==> config.mk <==
export PLATFORM = sky130hd
export DESIGN_NAME = bat_matcher
export DESIGN_NICKNAME = d
export VERILOG_FILES = /design/src/rtl/bat_pkg.sv /design/src/rtl/bat_regfile.sv /design/src/rtl/bat_entry_cmp.sv /design/src/rtl/bat_first_sel.sv /design/src/rtl/bat_matcher.sv
export SDC_FILE = /design/constraint.sdc
export NUM_CORES = 1
export LEC_CHECK = 0
export ABC_AREA = 1
export BUFFER_PORTS_ARGS = -buffer_cell sky130_fd_sc_hd__buf_2
export CAP_MARGIN = 20
export CORE_MARGIN = 8
export CORE_UTILIZATION = 59
export CTS_CLUSTER_DIAMETER = 60
export DETAILED_ROUTE_END_ITERATION = 6
export HOLD_SLACK_MARGIN = 0.03
export PLACE_DENSITY = 0.83
export SLEW_MARGIN = 20
export SYNTH_ARGS = -nofsm -noshare
export SYNTH_HDL_FRONTEND = slang
export SYNTH_SLANG_ARGS = --single-unit
==> constraint.sdc <==
create_clock -name clk -period 2.9 [get_ports clk]
set_input_delay 0.58 -clock clk [delete_from_list [all_inputs] [get_ports clk]]
set_output_delay 0.58 -clock clk [all_outputs]
set_load 0.1 [all_outputs]
==> src/rtl/bat_pkg.sv <==
`timescale 1ns/1ps
package bat_pkg;
  localparam int EA_W      = 32;
  localparam int PAGE_BITS = 12;
  localparam int PG_W      = EA_W - PAGE_BITS;
  localparam int IDX_LO    = 17;
  localparam int BL_LO     = 2;
  localparam int BL_W      = 11;
  localparam int BL_SHIFT  = 15;
  localparam int PERM_W    = 3;

  localparam logic [EA_W-1:0] IDX_FIELD = {{(EA_W-IDX_LO){1'b1}}, {IDX_LO{1'b0}}};

  typedef struct packed {
    logic [EA_W-1:0] up;
    logic [EA_W-1:0] lo;
  } bat_ent_t;

  // Entry enable for the current privilege: bit 0 user, bit 1 supervisor.
  function automatic logic bat_usable(input logic [EA_W-1:0] up, input logic user);
    return user ? up[0] : up[1];
  endfunction

  // Compare mask: the index field minus the length bits moved up by 15.
  function automatic logic [EA_W-1:0] bat_mask(input logic [EA_W-1:0] up);
    logic [EA_W-1:0] len;
    len = {{(EA_W-BL_W){1'b0}}, up[BL_LO +: BL_W]} << (BL_LO + BL_SHIFT);
    return IDX_FIELD & ~len;
  endfunction

  function automatic logic bat_match(input logic [EA_W-1:0] ea,
                                     input logic [EA_W-1:0] up,
                                     input logic [EA_W-1:0] mask);
    return (ea & mask) == (up & IDX_FIELD);
  endfunction

  function automatic logic [PG_W-1:0] bat_rpage(input logic [EA_W-1:0] ea,
                                                input logic [EA_W-1:0] lo,
                                                input logic [EA_W-1:0] mask);
    logic [EA_W-1:0] ra;
    ra = (lo & mask) | (ea & ~mask);
    return ra[EA_W-1:PAGE_BITS];
  endfunction

  // {exec, write, read}
  function automatic logic [PERM_W-1:0] bat_perm(input logic [1:0] pp);
    case (pp)
      2'd0:    return 3'b000;
      2'd2:    return 3'b111;
      default: return 3'b101;
    endcase
  endfunction
endpackage

==> src/rtl/bat_regfile.sv <==
`timescale 1ns/1ps
module bat_regfile
  import bat_pkg::*;
#(
  parameter int NUM_ENT = 4,
  localparam int IW = (NUM_ENT > 1) ? $clog2(NUM_ENT) : 1
)(
  input  logic            clk,
  input  logic            rst_n,
  input  logic            wr_en,
  input  logic            wr_side,
  input  logic [IW-1:0]   wr_idx,
  input  logic            wr_hi,
  input  logic [EA_W-1:0] wr_data,
  output bat_ent_t        ibank [NUM_ENT],
  output bat_ent_t        dbank [NUM_ENT]
);
  for (genvar s = 0; s < 2; s++) begin : g_side
    for (genvar e = 0; e < NUM_ENT; e++) begin : g_ent
      bat_ent_t ent_q;
      logic     sel_w;
      assign sel_w = wr_en && (wr_side == 1'(s)) && (wr_idx == IW'(e));
      always_ff @(posedge clk) begin
        if (!rst_n) begin
          ent_q <= '0;
        end else if (sel_w) begin
          if (wr_hi) ent_q.up <= wr_data;
          else       ent_q.lo <= wr_data;
        end
      end
      if (s == 1) begin : g_i
        assign ibank[e] = ent_q;
      end else begin : g_d
        assign dbank[e] = ent_q;
      end
    end
  end
endmodule

==> src/rtl/bat_entry_cmp.sv <==
`timescale 1ns/1ps
module bat_entry_cmp
  import bat_pkg::*;
(
  input  logic [EA_W-1:0]   ea,
  input  logic              user,
  input  bat_ent_t          ent,
  output logic              hit,
  output logic [PG_W-1:0]   page,
  output logic [PERM_W-1:0] perm
);
  logic [EA_W-1:0] mask_w;
  logic            usable_w;
  logic            match_w;

  assign mask_w   = bat_mask(ent.up);
  assign usable_w = bat_usable(ent.up, user);
  assign match_w  = bat_match(ea, ent.up, mask_w);
  assign hit      = usable_w && match_w;
  assign page     = bat_rpage(ea, ent.lo, mask_w);
  assign perm     = bat_perm(ent.lo[1:0]);
endmodule

==> src/rtl/bat_first_sel.sv <==
`timescale 1ns/1ps
module bat_first_sel
  import bat_pkg::*;
#(
  parameter int NUM_ENT = 4
)(
  input  logic [NUM_ENT-1:0] hit_vec,
  input  logic [PG_W-1:0]    page_in [NUM_ENT],
  input  logic [PERM_W-1:0]  perm_in [NUM_ENT],
  output logic [NUM_ENT-1:0] sel,
  output logic               any,
  output logic [PG_W-1:0]    page,
  output logic [PERM_W-1:0]  perm
);
  always_comb begin
    sel  = '0;
    page = '0;
    perm = '0;
    for (int i = NUM_ENT - 1; i >= 0; i--) begin
      if (hit_vec[i]) begin
        sel     = '0;
        sel[i]  = 1'b1;
        page    = page_in[i];
        perm    = perm_in[i];
      end
    end
  end
  assign any = |hit_vec;
endmodule

==> src/rtl/bat_matcher.sv <==
`timescale 1ns/1ps
module bat_matcher
  import bat_pkg::*;
#(
  parameter int NUM_ENT = 4,
  localparam int IW = (NUM_ENT > 1) ? $clog2(NUM_ENT) : 1
)(
  input  logic              clk,
  input  logic              rst_n,
  input  logic              wr_en,
  input  logic              wr_side,
  input  logic [IW-1:0]     wr_idx,
  input  logic              wr_hi,
  input  logic [EA_W-1:0]   wr_data,
  input  logic              lk_valid,
  input  logic [EA_W-1:0]   lk_ea,
  input  logic              lk_fetch,
  input  logic              lk_user,
  output logic              res_valid,
  output logic              res_hit,
  output logic [PG_W-1:0]   res_page,
  output logic [PERM_W-1:0] res_perm
);
  bat_ent_t ibank [NUM_ENT];
  bat_ent_t dbank [NUM_ENT];

  bat_regfile #(.NUM_ENT(NUM_ENT)) u_regs (
    .clk(clk), .rst_n(rst_n), .wr_en(wr_en), .wr_side(wr_side),
    .wr_idx(wr_idx), .wr_hi(wr_hi), .wr_data(wr_data),
    .ibank(ibank), .dbank(dbank)
  );

  logic [NUM_ENT-1:0] hit_vec;
  logic [PG_W-1:0]    page_vec [NUM_ENT];
  logic [PERM_W-1:0]  perm_vec [NUM_ENT];

  for (genvar e = 0; e < NUM_ENT; e++) begin : g_cmp
    bat_ent_t act_ent;
    assign act_ent = lk_fetch ? ibank[e] : dbank[e];
    bat_entry_cmp u_cmp (
      .ea(lk_ea), .user(lk_user), .ent(act_ent),
      .hit(hit_vec[e]), .page(page_vec[e]), .perm(perm_vec[e])
    );
  end

  logic [NUM_ENT-1:0] sel_w;
  logic               any_w;
  logic [PG_W-1:0]    page_w;
  logic [PERM_W-1:0]  perm_w;

  bat_first_sel #(.NUM_ENT(NUM_ENT)) u_sel (
    .hit_vec(hit_vec), .page_in(page_vec), .perm_in(perm_vec),
    .sel(sel_w), .any(any_w), .page(page_w), .perm(perm_w)
  );

  always_ff @(posedge clk) begin
    if (!rst_n) begin
      res_valid <= 1'b0;
      res_hit   <= 1'b0;
      res_page  <= '0;
      res_perm  <= '0;
    end else begin
      res_valid <= lk_valid;
      res_hit   <= lk_valid && any_w;
      res_page  <= (lk_valid && any_w) ? page_w : '0;
      res_perm  <= (lk_valid && any_w) ? perm_w : '0;
    end
  end

  // Selection picks at most one entry, and only one that matched.
  p_sel_onehot_r7: assert property (@(posedge clk) disable iff (!rst_n)
    $onehot0(sel_w));
  p_sel_subset_r7: assert property (@(posedge clk) disable iff (!rst_n)
    (sel_w & ~hit_vec) == '0);
  p_sel_any_r7: assert property (@(posedge clk) disable iff (!rst_n)
    any_w |-> $countones(sel_w) == 1);
  // A miss leaves page and permissions at zero.
  p_miss_quiet_r8: assert property (@(posedge clk) disable iff (!rst_n)
    !res_hit |-> (res_page == '0 && res_perm == '0));
  // Write permission always comes with read and execute.
  p_write_full_r5: assert property (@(posedge clk) disable iff (!rst_n)
    res_perm[1] |-> (res_perm[0] && res_perm[2]));
  // Result strobe follows the request by one cycle.
  p_valid_follow_r10: assert property (@(posedge clk) disable iff (!rst_n)
    lk_valid |=> res_valid);
  p_idle_follow_r10: assert property (@(posedge clk) disable iff (!rst_n)
    !lk_valid |=> (!res_valid && !res_hit));
endmodule

==> flow_metrics.tcl <==
set metrics [dict create \
    status "finished clean" \
    r2r_start "u_regs.dbank[246]" \
    synthCells 2737 \
    clkTransAtPathRegs_ns 0.06 \
    grt_max_degree 129 \
    crit_chain "buf_6 -> buf_12 -> o21ai_0 -> nand2_1 -> nand3_1 -> nor2_1 -> nand2_1 -> nor2_1 -> nand2_1 -> buf_4 -> inv_2 -> buf_4 -> o211ai_1 -> nand2_1 -> nor2_1" \
    dp.final_hpwl_um 38700 \
    fp.dieH_um 192 \
    total_power_uw 12300 \
    h-tree-depth 2 \
    path_class "input pin to flip-flop" \
    finalSetupTns_ns 0 \
    cpPeakStageDelay_ns 0.28 \
    synth_fp_nets 2811 \
    path_buf_inv 5 \
    hold_viol 0 \
    reg2reg_setup_slack_ns 0.60 \
    firstDrtPassIters 6 \
    yosysUniqueCellTypes 33 \
    core-area_um2 30500 \
    antenna_found_initial 9 \
    place_inst 3112 \
    drc 0 \
    min_to "res_page[1]" \
    cts_buffer_depth 3 \
    path_max_fanout 50 \
    cts_setup_buffers 0 \
    leakage_uw 0.00835 \
    drive_gt1_share_pct 9.78 \
    place.gp.congestion 0.938 \
    syn_area_um2 18300 \
    hold_buffers 0 \
    hold_path_depth 3 \
    synth.area.top_cells "dfxtp_1 42%, nand2_1 13%, o21ai_0 10%, a21oi_1 9.3%, inv_1 6.4%" \
    post-route-period-util_pct 83.1 \
    io_buffers 82 \
    comb_power_share_pct 9.3 \
    postSynthAreaPerCell_um2 6.67 \
    first_iter_violations 2517 \
    fmax_mhz 415 \
    crit_path_end_kind "flip-flop" \
    wl_per_cell_um 18.3 \
    die_w_um 192 \
    slew_headroom_pct 30.1 \
    swShare_pct 24.6 \
    start_kind "input pin" \
    cts-resized-gates 0 \
    pwr-share-clk_pct 46.6 \
    clock-sinks 384 \
    crit_required_ns 3.32 \
    utilization_pct 67.6 \
    critPathTopFamily "simple AND/OR/NAND/NOR gates" \
    die_area_um2 36800 \
    rr_worst_depth 14 \
    routed_via_density 5.84 \
    clk_latency_ns 0.53 \
    grt_pass1_wl_um 92100 \
    root_buffer "clkbuf_16" \
    worstMarginPinSlew_ns 1.05 \
    grt_overflow 0 \
    internal_power_uw 9260 \
    crit_start "lk_fetch" \
    fin_cells 3195 \
    yosys_warnings 0 \
    ys_seq_area_share_pct 42.1 \
    cts_tree "yes" \
    fin_skew_ns 0.0136 \
    crit_slowest_cell "nor2_1" \
    synth-seq-cells 384 \
    slew_violations 0 \
    cts_made_buffers 42 \
    grt_pass1_vias 17623 \
    netlist.area_leader.share_pct 42.1 \
    floorplan.rows 64 \
    setup_violations 0 \
    wirelength_um 58600 \
    io_pins 99 \
    p_sw_uw 3020 \
    period_minus_slack_ns 2.41 \
    powerDensity_nw_per_um2 595 \
    whs_ns 0.259 \
    maxCapViolCount 0 \
    hp-class "input pin to flip-flop" \
    cp_data_arrival_time_ns 2.83 \
    max-vdd-ir-drop_mv 0.382 \
    nets 2834 \
    yosysTopAreaCell "dfxtp_1" \
    initial_core_util_pct 59.9 \
    hold_path.startpoint "lk_ea[13]" \
    track_usage_pct 31.4 \
    cp_common_cell "nand2_1" \
    rsz0062_at_grt "no" \
    antenna_left 0 \
    vias 18649 \
    areaGrowthSynthToFinish_pct 12.9 \
    sequentialPowerShare_pct 44.1 \
    r2r_end "res_page[10]" \
]
sequential cells by signal, indices dropped and copies added, names as in the netlist:
| register | count |
|---|---|
| res_valid | 1 |
| res_perm | 2 |
| u_regs.dbank | 180 |
| res_page | 20 |
| res_hit | 1 |
| u_regs.ibank | 180 |
power groups by stage:
stage                     registers [uW]  clock network [uW]  logic, uW
after floorplan                     5520                   0        722
final                               5410                5720       1140
after global placement              5520                   0       1060
after global routing                5420                5980       1240
after CTS                           5410                5780       1100
after detailed placement            5530                   0       1090
per-stage QoR:
stage	setup WS, ns	instance area, um^2
6_report	0.492	20600
5_1_grt	0.341	20600
4_1_cts	0.584	20600
3_5_place_dp	0.0331	19100
3_3_place_gp	0.0282	19100
2_1_floorplan	0.599	18300
cells in the mapped netlist (all sizes together):
cell type / count
nor3: 7
nand3b: 1
xnor2: 1
or2: 2
nand3: 212
clkinv: 1
and2: 14
a21oi: 341
buf: 42
inv: 316
o21ai: 387
o31ai: 3
a31oi: 2
nand4: 2
nand2: 636
a21o: 2
nor2: 172
dfxtp: 384
xor2: 3
clkbuf: 157
o211ai: 52
kinds of logic (layout without fill, tap and decap cells):
kind of cell    count (synthesis)  after routing  synth area share [%]
compound gates                787            787                  22.4
xor+xnor                        4              4                 0.192
buf+inv                       516            571                  11.7
flops                         384            384                  42.1
other cells                     0              7                     0
simple gates                 1046           1046                  23.5
worst max path at each step:
stage	end	slack, ns	depth (start not counted)
after floorplan	res_page[15]	0.60	15
after global placement	res_page[14]	0.03	15
after global routing	res_page[7]	0.34	18
after CTS	res_page[10]	0.58	15
after detailed placement	res_page[10]	0.03	15
final	res_page[10]	0.49	15
cells in the final DEF (no fill, tap or decap), types with 5 or more instances in the layout:
master     instances
a21oi_1          341
and2_1            14
buf_12             9
buf_2             80
buf_4             87
bufinv_16          5
clkbuf_1           5
clkbuf_16         45
clkbuf_8          11
clkinv_2           7
dfxtp_1          384
diode_2            7
inv_1            311
nand2_1          634
nand3_1          210
nor2_1           167
nor3_2             5
o211ai_1          52
o21ai_0          367
o21ai_1           16
layer usage:
metal  vias to the layer above  routed length (um)  global-route usage, %
met1                      8445               23000                   40.7
met2                      1084               26000                   49.6
met5                         -                  30                      0
met4                         4                2780                   16.1
li1                       8901                   -                      -
met3                       215                6820                   5.72
cell type report:
class	instances	area, um^2
antenna	7	17.5
clock buffer	61	1300
clock inverter	15	211
fill	2517	9890
inverter	317	1190
multi-input combinational	1837	8460
sequential	384	7690
tap	396	495
timing repair buffer	178	1260
worst min-delay path, cell delays in order:
cell and delay, ns:
buf_2 0.09, inv_1 0.04, nor2_1 0.03
Note: power is estimated with default switching activity, not from simulation.
